[config.mk]
export PLATFORM = sky130hd
export DESIGN_NAME = rmii_rx_fmt
export DESIGN_NICKNAME = d
export VERILOG_FILES = /design/src/rtl/rmii_rx_pkg.sv /design/src/rtl/rmii_rx_sync.sv /design/src/rtl/rmii_rx_stat_sel.sv /design/src/rtl/rmii_rx_fmt.sv
export SDC_FILE = /design/constraint.sdc
export NUM_CORES = 1
export LEC_CHECK = 0
export BUFFER_PORTS_ARGS = -buffer_cell sky130_fd_sc_hd__buf_2
export CORE_AREA = 2 2 39 41
export DETAILED_ROUTE_END_ITERATION = 7
export DIE_AREA = 0 0 41 43
export PLACE_DENSITY = 0.7
export SYNTH_ARGS = -nofsm -noshare
export SYNTH_HDL_FRONTEND = slang
export SYNTH_SLANG_ARGS = --single-unit
[constraint.sdc]
create_clock -name clk -period 2.06 [get_ports clk]
set_clock_uncertainty 0.2 [all_clocks]
set_input_delay 0.206 -clock clk [delete_from_list [all_inputs] [get_ports clk]]
set_output_delay 0.206 -clock clk [all_outputs]
set_load 0.02 [all_outputs]
[src/rtl/rmii_rx_pkg.sv]
package rmii_rx_pkg;

    // registered output and sequencing state of the formatter
    typedef struct packed {
        logic       crs;    // carrier sense / data valid output
        logic [1:0] rxd;    // dibit currently on the bus
        logic       phase;  // 1: upper dibit of held nibble is due next
        logic [1:0] hold;   // upper dibit waiting to be sent
    } fmt_state_t;

    localparam fmt_state_t FMT_RESET = '{crs: 1'b0, rxd: 2'b00, phase: 1'b0, hold: 2'b00};

endpackage

[src/rtl/rmii_rx_sync.sv]
module rmii_rx_sync #(
    parameter int STAGES = 2
) (
    input  logic clk,
    input  logic rst_n,
    input  logic async_i,
    output logic sync_o
);
    logic [STAGES-1:0] chain_d, chain_q;

    always_comb begin
        chain_d = chain_q;
        chain_d[0] = async_i;
        for (int i = 1; i < STAGES; i++) begin
            chain_d[i] = chain_q[i-1];
        end
    end

    always_ff @(posedge clk or negedge rst_n) begin
        if (!rst_n) chain_q <= '0;
        else        chain_q <= chain_d;
    end

    assign sync_o = chain_q[STAGES-1];
endmodule

[src/rtl/rmii_rx_stat_sel.sv]
module rmii_rx_stat_sel #(
    parameter int STAT_N = 8,
    parameter int SEL_W  = $clog2(STAT_N)
) (
    input  logic [STAT_N-1:0] status_i,
    input  logic [SEL_W-1:0]  sel_lo_i,
    input  logic [SEL_W-1:0]  sel_hi_i,
    output logic [1:0]        pair_o
);
    // out-of-range indices (non power-of-two STAT_N) read as zero
    always_comb begin
        pair_o = 2'b00;
        for (int i = 0; i < STAT_N; i++) begin
            if (sel_lo_i == SEL_W'(i)) pair_o[0] = status_i[i];
            if (sel_hi_i == SEL_W'(i)) pair_o[1] = status_i[i];
        end
    end
endmodule

[src/rtl/rmii_rx_fmt.sv]
module rmii_rx_fmt
    import rmii_rx_pkg::*;
#(
    parameter int STAT_N      = 8,
    parameter int SYNC_STAGES = 2,
    parameter int NIB_W       = 4,
    localparam int SEL_W      = $clog2(STAT_N),
    localparam int CFG_W      = 1 + 2 * SEL_W
) (
    input  logic              clk,
    input  logic              rst_n,
    input  logic              carrier_i,
    input  logic              fifo_empty_i,
    input  logic [NIB_W-1:0]  fifo_data_i,
    output logic              fifo_rd_o,
    input  logic [CFG_W-1:0]  cfg_i,
    input  logic [STAT_N-1:0] status_i,
    output logic              crs_dv_o,
    output logic [1:0]        rxd_o
);
    localparam int OOB_BIT = 0;
    localparam int LO_SEL  = 1;
    localparam int HI_SEL  = 1 + SEL_W;

    fmt_state_t st_d, st_q;
    logic       carrier_s;
    logic [1:0] gap_pair;
    logic       boundary;

    rmii_rx_sync #(.STAGES(SYNC_STAGES)) u_sync (
        .clk     (clk),
        .rst_n   (rst_n),
        .async_i (carrier_i),
        .sync_o  (carrier_s)
    );

    rmii_rx_stat_sel #(.STAT_N(STAT_N), .SEL_W(SEL_W)) u_sel (
        .status_i (status_i),
        .sel_lo_i (cfg_i[LO_SEL +: SEL_W]),
        .sel_hi_i (cfg_i[HI_SEL +: SEL_W]),
        .pair_o   (gap_pair)
    );

    assign boundary  = !st_q.phase;
    assign fifo_rd_o = rst_n && boundary && !fifo_empty_i;

    always_comb begin
        st_d = st_q;
        if (st_q.phase) begin
            // second dibit: valid always high (toggle while draining)
            st_d.rxd   = st_q.hold;
            st_d.crs   = 1'b1;
            st_d.phase = 1'b0;
        end else if (!fifo_empty_i) begin
            // first dibit: low while draining without carrier
            st_d.rxd   = fifo_data_i[1:0];
            st_d.hold  = fifo_data_i[3:2];
            st_d.crs   = carrier_s;
            st_d.phase = 1'b1;
        end else if (carrier_s) begin
            // carrier present, nothing ready: zero-stuff
            st_d.rxd = 2'b00;
            st_d.crs = 1'b1;
        end else begin
            // inter-packet gap
            st_d.crs = 1'b0;
            st_d.rxd = cfg_i[OOB_BIT] ? gap_pair : 2'b00;
        end
    end

    always_ff @(posedge clk or negedge rst_n) begin
        if (!rst_n) st_q <= FMT_RESET;
        else        st_q <= st_d;
    end

    assign crs_dv_o = st_q.crs;
    assign rxd_o    = st_q.rxd;
endmodule

## Word level (Yosys, flattened, before mapping)

Cells that the tools add are included.
W data, S select, Z words.

| storage, ports and cells | value |
|---|---|
| output and inout port bits | 4 |
| bits in registers | 8 |

| operators by class | value |
|---|---|
| bitwise logic cells | 2 |
| reduce and logical (&&, ||, !) cells | 7 |
| muxes and demuxes | 21 |
| eq/ne operators | 14 |

Operator list:

| operator | number |
|---|---|
| $eq A3 B3 Y1 const B | 8 |
| $mux W1 | 16 |
| $eq A3 B2 Y1 const B | 4 |
| $mux W3 | 3 |
| $eq A3 B1 Y1 const B | 2 |
| $logic_not A3 Y1 | 2 |
| $mux W4 | 1 |
| $logic_and A1 B1 Y1 | 2 |
| $logic_not A1 Y1 | 2 |
| $mux W2 | 1 |
| $not A1 Y1 | 2 |
| $reduce_and A2 Y1 | 1 |

## Longest topological paths before layout

Gate-level depths: netlist of run 1.

| logic depth | value |
|---|---|
| word-level depth | 13 |
| depth in mapped cells | 3 |

## Cells and area by module

A second synthesis of run 1 with hierarchy kept.

| unflattened totals | value |
|---|---|
| cell total of the unflattened synthesis | 26 |
| area, all modules | 431.7 um2 |

Modules (own cells, without submodules):

| module | instances | cells an instance | seq. area each (um2) | area an instance (um2) |
|---|---|---|---|---|
| rmii_rx_fmt | 1 | 18 | 150.1 | 254.0 |
| rmii_rx_stat_sel | 1 | 6 | 0.0 | 127.6 |
| rmii_rx_sync | 1 | 2 | 50.0 | 50.0 |

## Worst setup path after synthesis of run 1

Ideal clock, no wire load.

| timing path | value |
|---|---|
| kind | flip-flop to output port |
| start | register st_q[2] (netlist bit) |
| end | output fifo_rd_o |
| cell stages (with the launch flop) | 3 |
| buffers on the path | 0 |
| path slack | 0.778 ns |
| arrival time | 0.876 ns |
| cell sequence | dfrtp_1 nor2_1 and2_1 |

| on the way | value |
|---|---|
| word-level cells in the longest chain between the ends | 3 |

RTL lines:

| element | line | source |
|---|---|---|
| start: declaration | rmii_rx_fmt.sv:25 | `fmt_state_t st_d, st_q;` |
| start signal: assignment | rmii_rx_fmt.sv:73 | `else st_q <= st_d;` |
| $logic_not A1 Y1 | rmii_rx_fmt.sv:44 | `assign boundary = !st_q.phase;` |
| $logic_and A1 B1 Y1 (2 in a row) | rmii_rx_fmt.sv:45 | `assign fifo_rd_o = rst_n && boundary && !fifo_empty_i;` |
| end: declaration | rmii_rx_fmt.sv:15 | `output logic fifo_rd_o,` |

Every way passes these cells.

## Worst setup path after layout of run 1

| timing path | value |
|---|---|
| start | input fifo_empty_i |
| end | output fifo_rd_o |

| on the way | value |
|---|---|
| word-level cells in the longest chain between the ends | 2 |

RTL lines:

| element | line | source |
|---|---|---|
| start: declaration | rmii_rx_fmt.sv:13 | `input logic fifo_empty_i,` |
| $logic_not A1 Y1 | n/a |  |
| $logic_and A1 B1 Y1 | rmii_rx_fmt.sv:45 |  |

Every way passes these cells.

==> results of run 1 <==
==> final timing paths <==
check                                     to  cells after the start  slack [ps]               from
max reg2reg                          st_q[1]                      2         680            st_q[2]
min                                 rxd_o[0]                      3          60           cfg_i[0]
max in group asynchronous            st_q[2]                      2        1370              rst_n
max                                fifo_rd_o                      5         190       fifo_empty_i
min reg2reg                u_sync.chain_q[1]                      0         140  u_sync.chain_q[0]
min in group asynchronous  u_sync.chain_q[1]                      2         120              rst_n
==> critical path, stage by stage <==
cell and delay (ps):
dlygate4sd3_1 530, buf_2 130, nor2_1 270, and2_1 170
buf_2 150
==> logic make-up after synthesis <==
kind of cell	count (synthesis)
AO/OA/AOI/OAI	6
AND/OR/NAND/NOR	11
flip-flops	8
multiplexers	7
buffers and inverters	3
==> report_power, final <==
part	switching [mW]	internal (mW)
registers	0.00680	0.173
clock network	0.0498	0.0664
logic	0.0414	0.0512
total	0.0980	0.290
==> layout make-up <==
class / instances / area [sq um]
repair buffers: 32 / 190.2
fillers: 137 / 735.7
flip-flops and latches: 8 / 200.2
clock buffers: 3 / 22.52
inverters: 1 / 3.754
multi-input cells: 24 / 211.5
well taps: 16 / 20.02
==> per-layer routing <==
layer	vias up	share of wire, %
met3	0	6.5
li1	197	-
met4	0	0
met1	183	34
met2	14	59
met5	-	0
==> synthesized netlist by cell type (all sizes together) <==
cell type and n:
buf 2, mux2i 2, and2 1, o41ai 1
o31ai 1, nand3 1, nor3b 2, mux2 3
a22oi 1, dfrtp 8, inv 1, nor2 3
a2111oi 1, a22o 1, a21oi 1, nor2b 4
mux4 2
==> per-stage QoR <==
| step | cells | instance area (sq um) | util (%) | setup WS, ps |
|---|---|---|---|---|
| CTS | 83 | 638.1 | 46.11 | 377.4 |
| global placement | 75 | 565.5 | 40.87 | 667.2 |
| finish | 84 | 648.1 | 46.84 | 185.4 |
| detailed placement | 75 | 565.5 | 40.87 | 656.2 |
| global route | 84 | 648.1 | 46.84 | 127.2 |
| floorplan | 35 | 430.4 | - | 777.9 |
==> repair_timing <==
action / CTS / global route
hold endpoints to repair: 12 / 1
hold buffers: 5 / 1
endpoints found under the setup margin: 0 / 0
gates resized for setup: 0 / 0
==> sequential cells by signal, summed over array words and instances (netlist names) <==
name and count:
crs_dv_o 1, u_sync.chain_q 2, st_q 3, rxd_o 2
==> results.toml, run 1 <==
[outcome]
status = "finished, final reports clean"

[grt]
overflow = 0
grtUsageMet3_pct = 8.377
met2_usage_pct = 25.94
grtUsageTotal_pct = 14.72
grt-busiest-layer = "met2"
grt_pass1_vias = 404
antenna_found_initial = 0
grtUsageMet1_pct = 12.33
grt_pass1_wl_um = 1600
grt_max_degree = 10

[clock_tree]
cts_root_buf = "clkbuf_4"
htreeDepth = 1
clk_latency_ps = 250
postCtsSetupBuffers = 0
cts_sinks = 8
cts_tree = "yes"
clkTransAtPathRegs_ps = 50
cts_buffers = 3
cts_buffer_depth = 2

[floorplan]
fp.coreArea_sq_mm = 0.001384
die-height_um = 43
initial_utilization_pct = 31.10
die_w_um = 41
num_rows = 14
ios = 27
dieArea_sq_mm = 0.001763

[synth]
syn_avg_cell_area_sq_um = 12.30
synth_cells = 35
synth_fa_ha_area_share_pct = 0
synth_top_family_by_area = "multiplexers"
yosysWarnings = 0
synth-seq-area-share_pct = 46.51
synth_nets = 58
synth_compound_area_share_pct = 10.76
synth.mux.area_fraction_pct = 23.84
synth_area_leaders = "dfrtp_1 (47%), mux2_2 (7.8%), mux4_1 (6.1%)"
ys_seq_elements = 8
syn_area_sq_um = 430.4
yosys.area_share.simple_pct = 14.53
yosysTopAreaCell = "dfrtp_1"
synth.distinct_cells = 18
synth_xor_area_share_pct = 0
netlist.area_leader.share_pct = 46.51

[placement]
gp_congestion = 0.7421
dpl.hpwl_um = 736
port_buffers = 26

[layout]
final_common_cell = "buf_2"
nets = 93
diodes = 0
area_growth_syn_to_layout_pct = 50.58
final_cell_mix = "buf_2 (26), dfrtp_1 (8), dlygate4sd3_1 (6)"
drive_gt1_share_pct = 48.53

[drt]
first_pass_iters = 2
drtIter0Drc = 4
wl_per_cell_um = 12.18
vias = 394
routed_wirelength_um = 1023
avgViaCountPerCell = 4.690
drc = 0
antenna_left = 0

[timing]
setup_viol = 0
setup_tns_ps = 0
period_needed_ps = 1875
hold_violations = 0
whs_ps = 64.62
rsz0062_at_grt = "no"
max_slew_margin_pct = 72.26
worst_slew_pin_slew_ps = 405.6
finalCritPeriodShare_pct = 91.00
max_freq_ghz = 0.5334
drv_slew = 0

[worst_setup_path]
required_ps = 1650
worst-path-max-fanout = 5
cp-start-kind = "input pin"
critPathKind = "input pin to primary output"
arrival_ps = 1470
endpoint_kind = "primary output"

[hold_path]
worstHoldPathType = "input pin to register"

[job]
cap_violations = 0

[power_and_ir_drop]
p_total_uw = 388.3
vdd_drop_max_mv = 0.4106
powerDensity_mw_per_mm2 = 599.2
p_leak_nw = 0.3139
No activity file was read; power rests on OpenSTA's default activity.
==> inputs of run 2 (changes only) <==
Settings changed: PLACE_DENSITY 0.7 to unset.
Clock period 2.06 ns to 2.3 ns, I/O delays scaled along.
==> run 2 against run 1 <==
Against the previous run: worst setup slack improved by 430 ps; clock-buffer cell count unchanged; combinational power decreased by 18%; first-iteration DRC count decreased by 25%; total power decreased by 13%; via count decreased by 3.3%; core utilization decreased by 2.9 points; flip-flop and latch count unchanged; design area decreased by 6.2%; critical path depth decreased by 1.
==> results.toml, run 2 (synthesized netlist as in run 1, its figures left out) <==
[timing]
worst_slew_pin_slew_ps = 390.8
max_slew_margin_pct = 73.28
setup_tns_ps = 0
drv_slew = 0
rsz0062_at_grt = "no"
max_freq_ghz = 0.5927
finalCritPeriodShare_pct = 73.35
whs_ps = 22.74
hold_violations = 0
setup_viol = 0
setup_ws_ps = 612.9
period_needed_ps = 1687

[grt]
grt_pass1_vias = 312
grt_max_degree = 10
antenna_found_initial = 0
overflow = 0
grt_pass1_wl_um = 1214
grtUsageTotal_pct = 10.44

[placement]
gp_congestion = 0.7127
dp.cells = 75
dpl.hpwl_um = 719.4
place_area_sq_um = 565.5
dpl_worst_slack_ps = 876.7
port_buffers = 26

[layout]
diodes = 0
final_common_cell = "buf_2"
largest_reg_flops = 3
area_growth_syn_to_layout_pct = 41.28
fin_area_sq_um = 608.1
fin_cells = 80
drive_gt1_share_pct = 51.56
nets = 89
final_core_util_pct = 43.94
final_cell_mix = "buf_2 (26), dfrtp_1 (8), nor2b_1 (4)"
largest_register = "st_q"

[clock_tree]
cts_buffer_depth = 2
cts_root_buf = "clkbuf_4"
postCtsSetupBuffers = 0
cts_hold_buf = 2
clkTransAtPathRegs_ps = 50
clk_latency_ps = 240
cts_resized = 0
cts_sinks = 8
cts_buffers = 3
htreeDepth = 1
cts_tree = "yes"

[floorplan]
dieArea_sq_mm = 0.001763
die_w_um = 41
ios = 27
die-height_um = 43
num_rows = 14
fp.coreArea_sq_mm = 0.001384
initial_utilization_pct = 31.10

[worst_setup_path]
required_ps = 1870
cpPeakStageDelay_ps = 520
r2r-start = "st_q[2]"
cp_num_buf_inv = 3
setup.worst_path.start = "rst_n"
cp_top_family = "buffers and inverters"
path_common_cell = "buf_2"
cp-start-kind = "input pin"
arrival_ps = 1260
worstSetupEndpoint = "fifo_rd_o"
critPathKind = "input pin to primary output"
critPathSlowestCell = "dlygate4sd3_1"
crit_cells = 4
cp_cell_sequence = "dlygate4sd3_1 -> buf_2 -> and2_1 -> buf_2"
regToRegSetupSlack_ps = 940
rr_endpoint = "st_q[0]"
ff2ff_path_depth = 2
worst-path-max-fanout = 9
endpoint_kind = "primary output"

[power_and_ir_drop]
p_leak_nw = 0.2972
p_total_uw = 336.5
vdd_drop_max_mv = 0.2126
powerDensity_mw_per_mm2 = 553.4

[drt]
wl_per_cell_um = 10.36
routed_wirelength_um = 829
drc = 0
antenna_left = 0
avgViaCountPerCell = 4.763
first_pass_iters = 2
drtIter0Drc = 3
vias = 381

[hold_path]
worstHoldPathType = "input pin to register"

[outcome]
status = "finished, final reports clean"

[job]
cap_violations = 0
==> run 2: cell types whose count changed in the layout (fill, tap and decap cells not counted) <==
cell | previous run | this run
dlygate4sd3_1 | 6 | 2
==> run 2: worst min path at each step <==
stage,start,endpoint,slack (ps),cells after the start
2_1_floorplan,rst_n,crs_dv_o,-270,0
3_3_place_gp,rst_n,u_sync.chain_q[1],-120,1
3_5_place_dp,rst_n,crs_dv_o,-120,1
4_1_cts,fifo_empty_i,st_q[2],10,2
5_1_grt,fifo_data_i[2],st_q[0],10,2
6_report,fifo_data_i[3],st_q[1],20,2
==> run 2: cell type report <==
class | instances | area (sq um)
clock buffer | 3 | 22.52
fill | 137 | 775.7
multi-input combinational | 24 | 211.5
inverter | 1 | 3.754
timing repair buffer | 28 | 150.1
tap | 16 | 20.02
sequential | 8 | 200.2
==> run 2: power breakdown <==
group	switching (mW)	internal, mW	total [mW]	leakage (nW)
registers	0.00518	0.155	0.160	0.0949
clock network	0.0411	0.0592	0.100	0.0138
logic	0.0348	0.0414	0.0762	0.188
total	0.0811	0.255	0.337	0.297
==> run 2: metal layers <==
layer	track usage, %	vias up	wire length (um)
met5	0	-	0
met4	10.00	0	15
met3	0	2	80
met2	14.69	24	384
met1	13.58	165	349
li1	-	190	-
==> inputs of run 3 (changes only) <==
Settings changed: PLACE_DENSITY set to 0.66.
Clock period 2.3 ns to 1.4 ns, I/O delays scaled along.
==> run 3 against run 2 <==
Against the previous run: global-route usage increased by 3.0 points; critical endpoint unchanged; clock power grew 68%; register-to-register slack lost 870 ps; sequential power is 66% higher; worst hold slack gained 16 ps; worst setup slack got worse by 580 ps; die area stayed put; sequential share of layout area is 3.5 points lower.
==> results.toml, run 3 (synthesized netlist as in run 1, its figures left out) <==
[floorplan]
die_w_um = 41
ios = 27
fp.coreArea_sq_mm = 0.001384
dieArea_sq_mm = 0.001763
initial_utilization_pct = 31.10
num_rows = 14
die-height_um = 43

[timing]
hold_violations = 0
setup_ws_ps = 37.30
whs_ps = 38.85
max_freq_ghz = 0.7338
max_slew_margin_pct = 66.89
setup_viol = 0
finalCritPeriodShare_pct = 97.34
period_needed_ps = 1363
rsz0062_at_grt = "no"
setup_tns_ps = 0
worst_slew_pin_slew_ps = 484.1
drv_slew = 0

[drt]
drc = 0
routed_wirelength_um = 1043
vias = 417
first_pass_iters = 4
avgViaCountPerCell = 4.849
wl_per_cell_um = 12.13
drtIter0Drc = 6
antenna_left = 0

[placement]
port_buffers = 26
gp_congestion = 0.7159
dp.cells = 75
dpl_worst_slack_ps = 39.07
place_area_sq_um = 565.5
dpl.hpwl_um = 742.3

[worst_setup_path]
ff2ff_path_depth = 5
cpPeakStageDelay_ps = 430
cp_num_buf_inv = 1
arrival_ps = 1020
crit_cells = 3
worst-path-max-fanout = 3
critPathKind = "register to primary output"
required_ps = 1060
cp_cell_sequence = "nor2_4 -> and2_4 -> buf_6"
cp_top_family = "flip-flops"
critPathSlowestCell = "dfrtp_2"
endpoint_kind = "primary output"
cp-start-kind = "register"

[clock_tree]
cts_tree = "yes"
htreeDepth = 1
cts_buffers = 3
cts_sinks = 8
clkTransAtPathRegs_ps = 50
clk_latency_ps = 250
cts_buffer_depth = 2
cts_root_buf = "clkbuf_4"

[outcome]
status = "finished, final reports clean"

[grt]
grtUsageTotal_pct = 13.39
overflow = 0
antenna_found_initial = 0
grt_pass1_vias = 408
grt_pass1_wl_um = 1559
grt_max_degree = 9

[layout]
final_common_cell = "buf_2"
largest_register = "st_q"
nets = 95
final_core_util_pct = 49.55
final_cell_mix = "buf_2 (25), dfrtp_1 (7), dlygate4sd3_1 (5)"
largest_reg_flops = 3
drive_gt1_share_pct = 57.14
diodes = 0
area_growth_syn_to_layout_pct = 59.30
fin_cells = 86
fin_area_sq_um = 685.7

[power_and_ir_drop]
p_leak_nw = 0.3321
p_total_uw = 585.4
powerDensity_mw_per_mm2 = 853.8
vdd_drop_max_mv = 0.7101

[job]
cap_violations = 0

[hold_path]
worstHoldPathType = "input pin to register"
worstHoldPathCells = 3
-- run 3: cell count changes in the layout (fill, tap and decap cells not counted), sizes merged --
cell,delta
buf,+3
dlygate4sd3,+3
-- run 3: worst paths after layout --
| check | start | end | slack, ps |
|---|---|---|---|
| max in group asynchronous | rst_n | st_q[2] | 570 |
| setup reg to reg | st_q[2] | rxd_o[1] | 70 |
| hold / removal | cfg_i[3] | rxd_o[0] | 40 |
| min in group asynchronous | rst_n | rxd_o[0] | 150 |
| hold reg to reg | u_sync.chain_q[0] | u_sync.chain_q[1] | 170 |
| setup / recovery | st_q[2] | fifo_rd_o | 40 |
-- run 3: cell type report --
cell class | count | area [sq um]
Fill cell | 132 | 698.2
Inverter | 1 | 3.754
Tap cell | 16 | 20.02
Clock buffer | 3 | 22.52
Timing Repair Buffer | 34 | 209.0
Sequential cell | 8 | 201.4
Multi-Input combinational cell | 24 | 229.0
-- run 3: power breakdown --
part | total [mW] | switching, mW | internal (mW)
clock network | 0.168 | 0.0704 | 0.0976
registers | 0.265 | 0.0105 | 0.255
logic | 0.152 | 0.0660 | 0.0863
total | 0.585 | 0.147 | 0.438
-- run 3: per-layer routing --
metal	part of all wire (%)	wire [um]	GRT usage [%]
met4	1.4	15	2.000
met1	41	426	14.95
met5	0	0	0
met2	52	547	22.50
met3	5.1	53	6.283
-- run 3: repair_timing --
action / in CTS / in global routing
cloned: 0 / 0
pin swaps: 1 / 1
endpoints found under the hold margin: 12 / 0
hold buffers: 5 / 0
resized for setup: 4 / 3
setup endpoints to repair: 1 / 2
setup buffers: 2 / 1
-- run 3: worst reg2reg max path: cells and delay by family, from the launching register on --
family	cells	cell delay, ps
flops	1	430
compound gates	2	140
buf+inv	2	270
simple gates	1	190
